**src/rtl/dbg_gate_pkg.sv**
```systemverilog
package dbg_gate_pkg;
   // Line positions of the two critical-interrupt events inside the event vector.
   function automatic int crit_taken_line(input int n_evt);
      return n_evt - 2;
   endfunction

   function automatic int crit_return_line(input int n_evt);
      return n_evt - 1;
   endfunction

   localparam int MIN_EVT = 3;
endpackage

```
**src/rtl/dbg_route.sv**
```systemverilog
// Per-resource gating: record enable and routing of each flag to software.
module dbg_route #(
   parameter int N_EVT = 8
) (
   input  logic             sw_mode_i,
   input  logic             ext_mode_i,
   input  logic [N_EVT-1:0] sw_own_i,
   output logic             rec_en_o,
   output logic [N_EVT-1:0] to_sw_o
);
   assign rec_en_o = sw_mode_i | ext_mode_i;

   for (genvar i = 0; i < N_EVT; i++) begin : g_line
      always_comb begin
         if (ext_mode_i) to_sw_o[i] = sw_own_i[i] & sw_mode_i;
         else            to_sw_o[i] = sw_mode_i;
      end
   end
endmodule

```
**src/rtl/dbg_status_reg.sv**
```systemverilog
// Sticky status flags, write-one-to-clear, with blocking under debugger control.
module dbg_status_reg #(
   parameter int N_EVT = 8
) (
   input  logic             clk_i,
   input  logic             rst_ni,
   input  logic             rec_en_i,
   input  logic             lock_i,
   input  logic [N_EVT-1:0] evt_i,
   input  logic             wr_en_i,
   input  logic [N_EVT-1:0] wr_data_i,
   output logic [N_EVT-1:0] status_o,
   output logic             blocked_o
);
   logic             wr_ok;
   logic [N_EVT-1:0] flag_q;

   assign wr_ok = wr_en_i & ~lock_i;

   for (genvar i = 0; i < N_EVT; i++) begin : g_flag
      logic set_b, clr_b;
      assign set_b = rec_en_i & evt_i[i];
      assign clr_b = wr_ok & wr_data_i[i];
      always_ff @(posedge clk_i or negedge rst_ni) begin
         if (!rst_ni)    flag_q[i] <= 1'b0;
         else if (set_b) flag_q[i] <= 1'b1;
         else if (clr_b) flag_q[i] <= 1'b0;
      end
   end

   always_ff @(posedge clk_i or negedge rst_ni) begin
      if (!rst_ni) blocked_o <= 1'b0;
      else         blocked_o <= wr_en_i & lock_i;
   end

   assign status_o = flag_q;
endmodule

```
**src/rtl/dbg_irq_gen.sv**
```systemverilog
// Registered debug interrupt request from software-routed flags.
module dbg_irq_gen #(
   parameter int N_EVT = 8
) (
   input  logic             clk_i,
   input  logic             rst_ni,
   input  logic [N_EVT-1:0] status_i,
   input  logic [N_EVT-1:0] to_sw_i,
   input  logic             dbg_en_i,
   output logic             irq_o
);
   logic any_hit;
   assign any_hit = |(status_i & to_sw_i);

   always_ff @(posedge clk_i or negedge rst_ni) begin
      if (!rst_ni) irq_o <= 1'b0;
      else         irq_o <= any_hit & dbg_en_i;
   end
endmodule

```
**src/rtl/dbg_gate_ctrl.sv**
```systemverilog
module dbg_gate_ctrl #(
   parameter int N_EVT = 8
) (
   input  logic             clk_i,
   input  logic             rst_ni,
   input  logic             sw_mode_i,
   input  logic             ext_mode_i,
   input  logic [N_EVT-1:0] sw_own_i,
   input  logic             dbg_en_i,
   input  logic [N_EVT-1:0] evt_i,
   input  logic             wr_en_i,
   input  logic [N_EVT-1:0] wr_data_i,
   output logic [N_EVT-1:0] status_o,
   output logic             dbg_irq_o,
   output logic             wr_blocked_o
);
   import dbg_gate_pkg::*;

   localparam int CRIT_TAKEN = crit_taken_line(N_EVT);
   localparam int CRIT_RET   = crit_return_line(N_EVT);

   if (N_EVT < MIN_EVT) begin : g_bad_width
      $error("dbg_gate_ctrl: N_EVT must leave room for the two critical event lines");
   end
   if (CRIT_RET != N_EVT - 1 || CRIT_TAKEN != N_EVT - 2) begin : g_bad_lines
      $error("dbg_gate_ctrl: critical event lines must be the top two");
   end

   logic             rec_en;
   logic [N_EVT-1:0] to_sw;
   logic [N_EVT-1:0] status;

   dbg_route #(.N_EVT(N_EVT)) route_i (
      .sw_mode_i (sw_mode_i),
      .ext_mode_i(ext_mode_i),
      .sw_own_i  (sw_own_i),
      .rec_en_o  (rec_en),
      .to_sw_o   (to_sw)
   );

   dbg_status_reg #(.N_EVT(N_EVT)) stat_i (
      .clk_i    (clk_i),
      .rst_ni   (rst_ni),
      .rec_en_i (rec_en),
      .lock_i   (ext_mode_i),
      .evt_i    (evt_i),
      .wr_en_i  (wr_en_i),
      .wr_data_i(wr_data_i),
      .status_o (status),
      .blocked_o(wr_blocked_o)
   );

   dbg_irq_gen #(.N_EVT(N_EVT)) irq_i (
      .clk_i   (clk_i),
      .rst_ni  (rst_ni),
      .status_i(status),
      .to_sw_i (to_sw),
      .dbg_en_i(dbg_en_i),
      .irq_o   (dbg_irq_o)
   );

   assign status_o = status;
endmodule

```
**config.mk**
```make
export PLATFORM = sky130hd
export DESIGN_NAME = dbg_gate_ctrl
export DESIGN_NICKNAME = d
export VERILOG_FILES = /design/src/rtl/dbg_gate_pkg.sv /design/src/rtl/dbg_route.sv /design/src/rtl/dbg_status_reg.sv /design/src/rtl/dbg_irq_gen.sv /design/src/rtl/dbg_gate_ctrl.sv
export SDC_FILE = /design/constraint.sdc
export NUM_CORES = 1
export LEC_CHECK = 0
export BUFFER_PORTS_ARGS = -buffer_cell sky130_fd_sc_hd__buf_2
export CAP_MARGIN = 20
export CORE_MARGIN = 4
export CORE_UTILIZATION = 36
export CTS_CLUSTER_SIZE = 24
export DETAILED_ROUTE_END_ITERATION = 8
export GPL_ROUTABILITY_DRIVEN = 0
export PLACE_DENSITY = 0.72
export SYNTH_ARGS = -nofsm -noshare
export SYNTH_HDL_FRONTEND = slang
export SYNTH_SLANG_ARGS = --single-unit
```
**constraint.sdc**
```tcl
create_clock -name clk_i -period 1.5 [get_ports clk_i]
set_input_delay 0.075 -clock clk_i [delete_from_list [all_inputs] [get_ports clk_i]]
set_output_delay 0.075 -clock clk_i [all_outputs]
set_load 0.01 [all_outputs]
```
==> results of run 1 <==
worst max-delay path, delay by kind of cell, from the launching register on:
family / cells / cell delay, ns
flops: 1 / 0.42
simple gates: 1 / 0.30
compound gates: 2 / 0.33
Yosys cell counts:
library cell	count	area (um^2)
a21oi_1	1	5.000
a22oi_1	12	90.09
and2_1	1	6.260
buf_2	1	5.000
buf_4	1	7.510
dfrtp_1	10	250.2
nand2_1	16	60.06
nand4_1	1	6.260
nor4_1	1	6.260
nor4_2	1	12.51
o211a_1	1	10.01
o21ai_0	8	40.04
per-layer routing:
layer  part of all wire [%]  global-route usage (%)
met1                     42                   17.73
met3                    8.8                   5.578
met2                     48                   24.86
met5                      0                       0
met4                    1.1                   7.018
worst max path at each step:
| stage | endpoint | slack, ns | startpoint |
|---|---|---|---|
| 3_3_place_gp | irq_i.irq_o$_DFF_PN0_ | 0.41 | stat_i.status_o[5]$_DFFE_PN0P_ |
| 3_5_place_dp | irq_i.irq_o$_DFF_PN0_ | 0.34 | stat_i.status_o[1]$_DFFE_PN0P_ |
| 2_1_floorplan | irq_i.irq_o$_DFF_PN0_ | 0.39 | stat_i.status_o[1]$_DFFE_PN0P_ |
| 5_1_grt | irq_i.irq_o$_DFF_PN0_ | 0.30 | stat_i.status_o[1]$_DFFE_PN0P_ |
| 4_1_cts | irq_i.irq_o$_DFF_PN0_ | 0.34 | stat_i.status_o[1]$_DFFE_PN0P_ |
| 6_report | irq_i.irq_o$_DFF_PN0_ | 0.33 | stat_i.status_o[1]$_DFFE_PN0P_ |
area by class of cell:
class / count / share of cell area (%)
Sequential cell: 10 / 34.13
Multi-Input combinational cell: 42 / 32.25
Timing Repair Buffer: 40 / 27.99
Clock buffer: 3 / 3.072
Tap cell: 15 / 2.560
power groups by stage:
stage,clock network (mW),registers (mW),logic [mW]
global placement,0,0.310,0.120
finish,0.182,0.307,0.123
CTS,0.188,0.307,0.124
detailed placement,0,0.312,0.121
floorplan,0,0.317,0.0439
global route,0.195,0.310,0.138
kinds of logic after synthesis:
| group | after synthesis |
|---|---|
| DFF | 10 |
| AOI/OAI and AO/OA | 22 |
| buffers and inverters | 2 |
| and+or+nand+nor | 20 |
cell usage in the layout, fill, tap and decap left out:
master         Yosys  final
buf_2              1     39
nand2_1           16     16
a22oi_1           12     12
dfrtp_1           10     10
o21ai_0            8      8
clkbuf_4           0      3
nor4_2             1      1
nor4_1             1      1
a21oi_1            1      1
nand4_1            1      1
o211a_1            1      1
and2_1             1      1
dlygate4sd3_1      0      1
state kept, by name (all words and copies together) (netlist names):
signal / cells
stat_i.blocked_o: 1
stat_i.status_o: 8
irq_i.irq_o: 1
metrics by stage:
step	std cells	instance area, um^2	total power [mW]
after floorplan	54	499.2	0.3610
after global placement	106	700.7	0.4304
after detailed placement	106	700.7	0.4335
after CTS	110	733.2	0.6189
after global routing	110	733.2	0.6422
final	110	733.2	0.6128
==> summary by stage, run 1 <==
Critical path
The startpoint type of the worst setup path is a flip-flop. The signal on the critical path passes through nor4_1, a21oi_1, o211a_1. The launch point of the worst reg-to-reg path is stat_i.status_o[1]$_DFFE_PN0P_. STA classifies the critical path endpoint as a flip-flop. The largest stage delay on the critical path is 0.42 ns.

The critical setup path kind is flip-flop to flip-flop. The worst path arrival time is 1.33 ns. The worst register-to-register path has a setup slack of 0.33 ns.

The required time of the critical path is 1.66 ns. The worst flop-to-flop path endpoint is irq_i.irq_o$_DFF_PN0_. The largest driver fanout on the critical path is 5. Counting cells, the worst reg-to-reg path comes to 3. The standard cell with the maximum stage delay on the critical path is dfrtp_1.

Synth
The xor and xnor fraction of the mapped netlist area is 0%. After Yosys synthesis, full adders, half adders and majority gates account for 0% of the synthesized area. Summing the areas of all compound-gate instances in the mapped netlist gives 29.07% of the synthesized area. The synthesis warning total is 0.

Synthesis instantiated 12 different standard cells from the library. The fraction of synthesized area in multiplexers is 0%. The average instance area after synthesis is 9.245 um^2.

The sequential fraction of the synthesis area is 50.13%. Synthesis inferred 10 register bits. The main combinational cell family by area after synthesis is compound AO/OA/AOI/OAI gates. The area of the mapped netlist is 499.2 um^2. The post-synthesis share of cell area spent on and, or, nand and nor gates is 18.30%. When the netlist entered floorplanning its net count stood at 84. The number of standard cells after synthesis is 54.

Floorplan
The die boundary width is 45.24 um. The region available for standard cell placement spans 1301 um^2. Row generation in the floorplan step produced 13 rows. The initial utilization of the core area, before any placement, comes to 38.37%.

40 I/O pins were placed. The area enclosed by the die boundary is 2047 um^2. The die span in y is 45.24 um.

Min path
The launch instance of the worst min-delay path is dbg_en_i. The endpoint of the worst hold path is irq_i.irq_o$_DFF_PN0_. The min-delay analysis places its worst path in the category input pin to flip-flop. Along the worst hold path, the cell count comes to 2.

Timing
The post-route clock period utilization is 78.04%. The worst-case hold slack is 0.03557 ns. Setup repair after global routing left no endpoint under its margin. The clock arrives with 0.008254 ns of skew. The headroom to the max-slew limit is 83.43%.

The number of failing hold endpoints at the final stage is 0. The final-report setup violation count is 0. The highest clock frequency the design can meet is 854.3 MHz.

In the final timing run, aggregate negative setup slack is 0 ns. At the pin with the least slew margin, the transition time is 0.2463 ns. After layout, the worst setup slack is 0.3294 ns. The minimum clock period after layout is 1.171 ns. The max-slew violation count is 0.

CTS
The root buffer cell is clkbuf_4. CTS built an H-tree with a depth of 1. The clock reaches the later pin of the worst-skew pair after 0.27 ns. The clock tree from TritonCTS is built. The deepest clock path buffer count is 2. The number of gates given a new drive strength after cts is 0. The clock drives 10 sinks. The number of buffers inserted during clock tree synthesis is 3. The count of hold-fix buffers inserted at cts is 1. The number of setup buffers added after CTS is 0. The clock-pin slew reported for the worst setup and hold paths after clock tree synthesis is 0.07 ns.

Final layout
After filler insertion, the fill cell instance count of the layout stands at 136. Relative to the synthesized area, the layout overhead comes to 46.87%. Once layout is complete, the utilization of the core stands at 56.35%. The repair_antennas step left the layout with diodes totalling 0. For this run, the post-layout net count is 127.

The sequential cells in the finished layout cover a total of 250.2 um^2. The multi-input combinational cells in the finished layout cover a total of 236.5 um^2. The share of cells above drive strength 1 is 45.26%.

Pwr
The share of total power in sequential cells is 50.1%. The switching power is 0.1713 mW. The combinational cell fraction of total power is 20.1%. The internal power summed over all cells is 0.4415 mW. Net switching is 27.95% of the power.

The static leakage is 0.3653 nW. The total power density per cell area is 835.8 nW/um^2. The worst-case IR drop observed on VDD is 0.4644 mV. The clock network accounts for 29.8% of the total power.

Routing
The total wirelength of the detailed-routed design is 1506 um. The total iterations of the first detailed-routing run is 3. Using the TritonRoute via totals, the vias-per-cell ratio works out to 5.227. The via total after detailed routing is 575.

The number of nets still failing antenna checks after routing is 0. In this run, the number of DRC markers left after iteration 0 of detailed routing was 13. For this run, design rule violations remaining after detail routing come to 0.

After detailed routing, the average wire length per cell comes to 13.69 um.

GRT
The wire length of the first global-routing pass is 2201 um. Global routing finished with a remaining overflow of 0. The number of global-route vias before repair is 560. The initial antenna violation count is 0.

The total routing resource utilization after global routing is 15.28%. The largest net degree at the start of global routing is 11.

Run
The tool flagged a number of max-cap violations equal to 0.

Placed design
Prior to clock tree synthesis, the placed netlist has a worst setup slack of 0.3414 ns. In this run the tool buffered the top-level ports with 39 buffer cells.

Run status
The flow ran to the end, and the final reports show no timing, DRC or antenna violations.
(Power assumes the default switching activity.)
==> inputs of run 2 (changes only) <==
Settings changed: ABC_AREA from default to 1, CORE_UTILIZATION 36 to 37.
Clock period 1.5 ns to 1.2 ns, I/O delays scaled along.
==> summary by stage, run 2 <==
Run status
The flow ran to the end, and the final reports show no timing, DRC or antenna violations.

CTS
The later-pin clock latency in the skew report is 0.27 ns (about the same). The clock-pin slew reported for the worst setup and hold paths after clock tree synthesis is 0.07 ns (about the same). The number of buffers inserted during clock tree synthesis is 3 (unchanged). The deepest clock path buffer count was 2 (unchanged). The number of gates given a new drive strength after cts is 0 (unchanged). The tree is rooted in a clkbuf_4. The maximum level of the CTS H-tree is 1 (unchanged). The clock sink count is 10 (unchanged). TritonCTS built the clock tree. The count of hold-fix buffers inserted at cts is 1 (unchanged). The number of setup buffers added after CTS is 0 (unchanged).

Pwr
The total power density per cell area is 1131 nW/um^2 (+35%). The static leakage is 0.4551 nW (+25%). The maximum vdd drop came to 0.6903 mV (+49%).

Routing
The mean routed wirelength per cell was 11.03 um (-19%). The total iterations of the first detailed-routing run is 4 (+1). The detailed-route DRC error count is 0 (unchanged).

The routed metal-1 wire length is 610 um (-3.6%). The highest layer touched by signal routing is met4. The via total after detailed routing is 621 (+8.0%). The met3 layer wire length in the routed design came to 143 um (+8.3%). The number of nets still failing antenna checks after routing is 0 (unchanged). The met2 layer wire length in the routed design came to 690 um (-4.7%).

The total wirelength of the detailed-routed design was 1456 um (-3.3%). The detail-routed via count per cell is 4.705 (-10%). The first-iteration detailed-routing DRC count came to 18 (+5).

Critical path
The worst path arrival time came to 0.82 ns (-0.51 ns). The count of buffer and inverter cells on the critical path was 1 (+1). The worst setup path is captured at a primary output. On the critical path the largest part of the delay comes from flip-flops. The largest stage delay on the critical path came to 0.40 ns (-0.02 ns). The standard cell with the maximum stage delay on the critical path is dfrtp_1. The required time of the critical path is 1.14 ns (-0.52 ns). The critical path in this run is classified as flip-flop to primary output. The worst reg2reg path depth is 4 (+1). The signal on the critical path passes through buf_2. The largest driver fanout on the critical path was 3 (-2). The startpoint type of the worst setup path is a flip-flop.

The logic depth of the worst setup path including buffers is 1 (-2).

Synth
The number of distinct library cells after synthesis is 10 (-2). The share of the synthesized area in the top cell type was 47.96% (-2.2 points). The largest area contributor in the synthesized netlist is dfrtp_1. After synthesis, the most frequently instantiated cells are 34 x nand2_1, 10 x dfrtp_1, 10 x o21ai_0. The number of standard cells after synthesis is 75 (+39%). The area of the mapped netlist came to 521.8 um^2 (+4.5%). The sequential fraction of the synthesis area is 47.96% (-2.2 points). The count of state elements after synthesis came to 10 (unchanged). In the synthesized netlist the dominant register cell turns out to be dfrtp_1. By area the synthesized netlist is led by dfrtp_1 48%, nand2_1 24%, o21ai_0 9.6%. The number of flops mapped to enable cells by yosys came to 0 (unchanged). The net count after synthesis is 105 (+25%). Among all cell types in the netlist, the one instantiated most often is nand2_1.

The average instance area after synthesis is 6.957 um^2 (-25%). The synthesis warning total is 0 (unchanged). The fraction of synthesis flops using an asynchronous set or reset pin was 100.0% (unchanged).

GRT
The largest net degree at the start of global routing was 17 (+6). The aggregate global routing overflow is 0 (unchanged). The wire length of the first global-routing pass is 2283 um (+3.7%). The number of global-route vias before repair is 570 (+1.8%).

The total routing resource utilization after global routing came to 15.10% (-0.18 points). The initial antenna violation count is 0 (unchanged).

Timing
The minimum clock period after layout is 0.8803 ns. The post-route clock period utilization is 73.36%. The number of failing hold endpoints at the final stage came to 0 (unchanged). The slew of the pin with the lowest slew margin came to 0.2562 ns (+0.009833 ns).

The worst clock skew on the final layout is 0.001120 ns (-0.007133 ns). The max-slew violation count is 0 (unchanged). The post-route setup TNS is 0 ns (unchanged). The final-report setup violation count is 0 (unchanged). Setup repair after global routing left no endpoint under its margin.

The worst-case hold slack is 0.009570 ns (-0.02600 ns). The highest clock frequency the design can meet is 1136 MHz. The headroom to the max-slew limit is 82.92% (-0.50 points).

Floorplan
The row count was 13 (unchanged). The initial core utilization is 39.60% (+1.2 points). The area enclosed by the die boundary is 2075 um^2 (+1.4%). The standard cell core area came to 1318 um^2 (+1.2%). The die boundary width is 45.55 um (+0.69%). The top-level port count came to 40 (unchanged). The die span in y is 45.55 um (+0.69%).

Placed design
The half-perimeter wire length after detailed placement is 1125 um. The number of input and output port buffers inserted came to 39 (unchanged).

Run
The max-capacitance violation count is 0 (unchanged).

Final layout
The post-layout net count came to 148 (+17%). The flip-flop count of the largest register, all copies and words added is 8 (unchanged). The diode insertion count for antenna repair is 0 (unchanged). The final core utilization is 58.50% (+2.2 points). The share of cells above drive strength 1 is 37.61% (-7.7 points). Relative to the synthesized area, the layout overhead comes to 47.72%. Leaving out fill and tap cells, the most frequent cell in the layout is buf_2. Leaving out fill and tap cells, the most frequent cells in the layout are 39 x buf_2, 34 x nand2_1, 10 x o21ai_0, 10 x dfrtp_1, 8 x nand3_1. The fill cell instance count of the final layout is 129 (-5.1%).

Min path
The worst min-delay path class is input pin to flip-flop. The number of instances on the worst hold path came to 3 (+1).
## run 2: logic make-up after synthesis
group	synth area share [%]
AND/OR/NAND/NOR	33.57
AO/OA/AOI/OAI	10.55
flip-flops	47.96
buffers and inverters	7.914
## run 2: tightest hold or removal path: cells and delay by family
kind	cells	cell delay, ns
AO/OA/AOI/OAI	1	0.04
buffers and inverters	1	0.09
AND/OR/NAND/NOR	1	0.05
## run 2: final cells by class
class | instances | area [um^2] | area share, %
inverters | 8 | 30.03 | 3.896
flip-flops and latches | 10 | 250.2 | 32.47
multi-input cells | 55 | 230.2 | 29.87
well taps | 15 | 18.77 | 2.435
repair buffers | 40 | 205.2 | 26.62
clock buffers | 4 | 36.28 | 4.708
## run 2: path summary, 6_finish.rpt
kind | start | to | slack, ns
max reg2reg | stat_i.status_o[3]$_DFFE_PN0P_ | irq_i.irq_o$_DFF_PN0_ | 0.39
max | stat_i.status_o[2]$_DFFE_PN0P_ | status_o[2] | 0.32
max in group asynchronous | rst_ni | irq_i.irq_o$_DFF_PN0_ | 0.83
min reg2reg | stat_i.status_o[4]$_DFFE_PN0P_ | stat_i.status_o[4]$_DFFE_PN0P_ | 0.50
min in group asynchronous | rst_ni | stat_i.blocked_o$_DFF_PN0_ | 0.18
min | dbg_en_i | irq_i.irq_o$_DFF_PN0_ | 0.01
## run 2: per-stage QoR
stage / power (mW) / instance area [um^2] / cells / setup WS, ns
6_report: 0.8716 / 770.7 / 132 / 0.3197
3_3_place_gp: 0.5604 / 724.4 / 127 / 0.2813
5_1_grt: 0.9132 / 770.7 / 132 / 0.2878
4_1_cts: 0.8755 / 770.7 / 132 / 0.3158
3_5_place_dp: 0.5626 / 724.4 / 127 / 0.2335
2_1_floorplan: 0.4674 / 521.8 / 75 / 0.4069
## run 2: routing by layer
layer	track usage (%)	vias up
li1	-	318
met1	18.67	272
met2	25.07	29
met3	2.767	2
met4	7.018	0
met5	0	-
## run 2: power breakdown
group | switching, mW | internal [mW]
sequential | 0.0177 | 0.363
clock | 0.132 | 0.184
combinational | 0.0935 | 0.0817
total | 0.243 | 0.629
==> inputs of run 3 (changes only) <==
Settings changed: CORE_UTILIZATION 37 to 34, PLACE_DENSITY 0.72 to 0.7.
Clock period 1.2 ns to 0.8 ns, I/O delays scaled along.
==> summary by stage, run 3 (synthesis gave the netlist of run 2 again) <==
GRT
The aggregate global routing overflow is 0 (unchanged). The global-route met3 utilization came to 3.831% (+1.1 points). The global routing usage on met1 came to 22.04% (+3.4 points). The number of global-route vias before repair is 748 (+31%). The met2 usage in global routing is 37.40% (+12 points). The largest net degree at the start of global routing is 11 (-6).

The most used routing layer is met2. The wire length of the first global-routing pass is 3063 um (+34%). The total routing resource utilization after global routing is 20.67% (+5.6 points). The initial antenna violation count is 0 (unchanged).

Timing
The slew of the pin with the lowest slew margin came to 0.2425 ns (-0.01365 ns). The max-slew violation count came to 0 (unchanged). The final-report setup violation count is 13 (+13). The worst-case hold slack is 0.001229 ns (-0.008341 ns).

Based on the critical path, the design can be clocked at up to 1042 MHz. The minimum clock period after layout is 0.9599 ns. The headroom to the max-slew limit is 83.83% (+0.91 points).

The post-route setup TNS is -1.181 ns (-1.181 ns). The final worst setup slack is -0.1599 ns (-0.4796 ns). Setup repair after global routing could not meet its margin everywhere. The worst clock skew on the final layout is 0.002901 ns (+0.001781 ns). The number of failing hold endpoints at the final stage is 0 (unchanged). The post-route clock period utilization is 120.0%.

Final layout
The post-layout net count is 171 (+16%). Leaving out fill and tap cells, the most frequent cell in the layout is buf_2. The diode insertion count for antenna repair is 0 (unchanged). The area occupied by multi-input gates is 250.2 um^2 (+8.7%).

The flip-flop count of the largest register, all copies and words added is 8 (unchanged). Leaving out fill and tap cells, the most frequent cells in the layout are 33 x buf_2, 26 x nand2_1, 19 x buf_6, 10 x o21ai_0, 10 x dfrtp_1. Relative to the synthesized area, the layout overhead comes to 101.4%. The fill cell instance count of the final layout is 107 (-17%). The final non-filler cell total is 154 (+17%). The combined flip-flop and latch cell area is 250.2 um^2 (unchanged).

The share of cells above drive strength 1 was 48.92% (+11 points).

Floorplan
The top-level port count was 40 (unchanged). The row count is 13 (unchanged). The initial core utilization is 38.19% (-1.4 points). The area enclosed by the die boundary came to 2225 um^2 (+7.3%). The die boundary width is 47.18 um (+3.6%). The standard cell core area is 1366 um^2 (+3.7%). The die span in y is 47.18 um (+3.6%).

CTS
The later-pin clock latency in the skew report is 0.27 ns (about the same). The clock sink count is 10 (unchanged). The root buffer cell is clkbuf_4.

The maximum level of the CTS H-tree is 1 (unchanged). The number of buffers inserted during clock tree synthesis is 3 (unchanged). The clock-pin slew reported for the worst setup and hold paths after clock tree synthesis came to 0.06 ns (about the same). The deepest clock path buffer count is 2 (unchanged).

TritonCTS built the clock tree.

Placed design
The number of input and output port buffers inserted is 39 (unchanged). The setup slack at placement is -0.008541 ns (-0.2420 ns). The half-perimeter wire length after detailed placement came to 1301 um (+16%). The post-placement cell count came to 136 (+7.1%).

Pwr
The maximum vdd drop is 0.8655 mV (+25%). The total chip power is 1.417 mW (+63%). The total power density per cell area was 1348 nW/um^2 (+19%). The static leakage is 0.5873 nW (+29%).

Critical path
The required time of the critical path is 0.76 ns (-0.38 ns). By startpoint and endpoint, the worst setup path is classified as flip-flop to primary output. The startpoint type of the worst setup path is a flip-flop. The worst path arrival time was 0.92 ns (+0.10 ns). STA classifies the critical path endpoint as a primary output. The largest driver fanout on the critical path is 2 (-1).

Run
The max-capacitance violation count is 0 (unchanged).

Run status
The final reports fail on setup timing. The flow ran to the end, but the final reports show violations.

Routing
The number of nets still failing antenna checks after routing is 0 (unchanged). The total wirelength of the detailed-routed design was 2009 um (+38%). The detailed-route DRC error count is 0 (unchanged). The via total after detailed routing was 740 (+19%). The mean routed wirelength per cell is 13.05 um (+18%). The first-iteration detailed-routing DRC count is 12 (-6). The detail-routed via count per cell is 4.805 (+2.1%). The total iterations of the first detailed-routing run is 4 (unchanged).

Min path
The worst min-delay path class is input pin to flip-flop.
==> run 3: cell types whose count changed in the layout (fill, tap and decap cells not counted), sizes merged <==
| cell | delta |
|---|---|
| clkbuf | -1 |
| dlygate4sd3 | +6 |
| buf | +17 |
==> run 3: path summary, 6_finish.rpt <==
path | end | startpoint | cells after the start | slack, ns
max | status_o[1] | stat_i.status_o[1]$_DFFE_PN0P_ | 2 | -0.16
max reg2reg | irq_i.irq_o$_DFF_PN0_ | stat_i.status_o[1]$_DFFE_PN0P_ | 5 | -0.14
max in group asynchronous | stat_i.blocked_o$_DFF_PN0_ | rst_ni | 2 | 0.43
min in group asynchronous | stat_i.status_o[0]$_DFFE_PN0P_ | rst_ni | 2 | 0.17
min | stat_i.status_o[0]$_DFFE_PN0P_ | evt_i[0] | 3 | 0.001
min reg2reg | stat_i.status_o[4]$_DFFE_PN0P_ | stat_i.status_o[4]$_DFFE_PN0P_ | 2 | 0.51
==> run 3: layer usage <==
metal,up-vias,share of wire [%]
met3,7,8.4
li1,365,-
met4,0,3.6
met5,-,0
met1,322,36
met2,46,52
==> run 3: layout make-up <==
type | instances | area share [%]
Multi-Input combinational cell | 55 | 23.81
Timing Repair Buffer | 63 | 45.60
Sequential cell | 10 | 23.81
Tap cell | 15 | 1.786
Clock buffer | 3 | 2.143
Inverter | 8 | 2.857
==> run 3: critical path, cell delays in order, from the launching register on <==
cell and delay (ns):
dfrtp_1 0.41, buf_6 0.14, buf_6 0.11
==> run 3: repair_timing <==
action | in CTS | in global routing
gates resized for setup | 15 | 12
setup buffers | 8 | 0
setup endpoints to repair | 8 | 16
hold buffers | 7 | 0
hold endpoints to repair | 16 | 0
pin swaps | 5 | 2
==> run 3: through the flow <==
step	util, %	area [um^2]
floorplan	-	521.8
global placement	57.97	792.0
detailed placement	57.97	792.0
CTS	74.36	1016
global route	76.92	1051
finish	76.92	1051
==> run 3: power breakdown <==
| group | total [mW] | internal (mW) | switching, mW |
|---|---|---|---|
| Clock | 0.347 | 0.174 | 0.173 |
| Combinational | 0.496 | 0.291 | 0.206 |
| Sequential | 0.574 | 0.545 | 0.0293 |
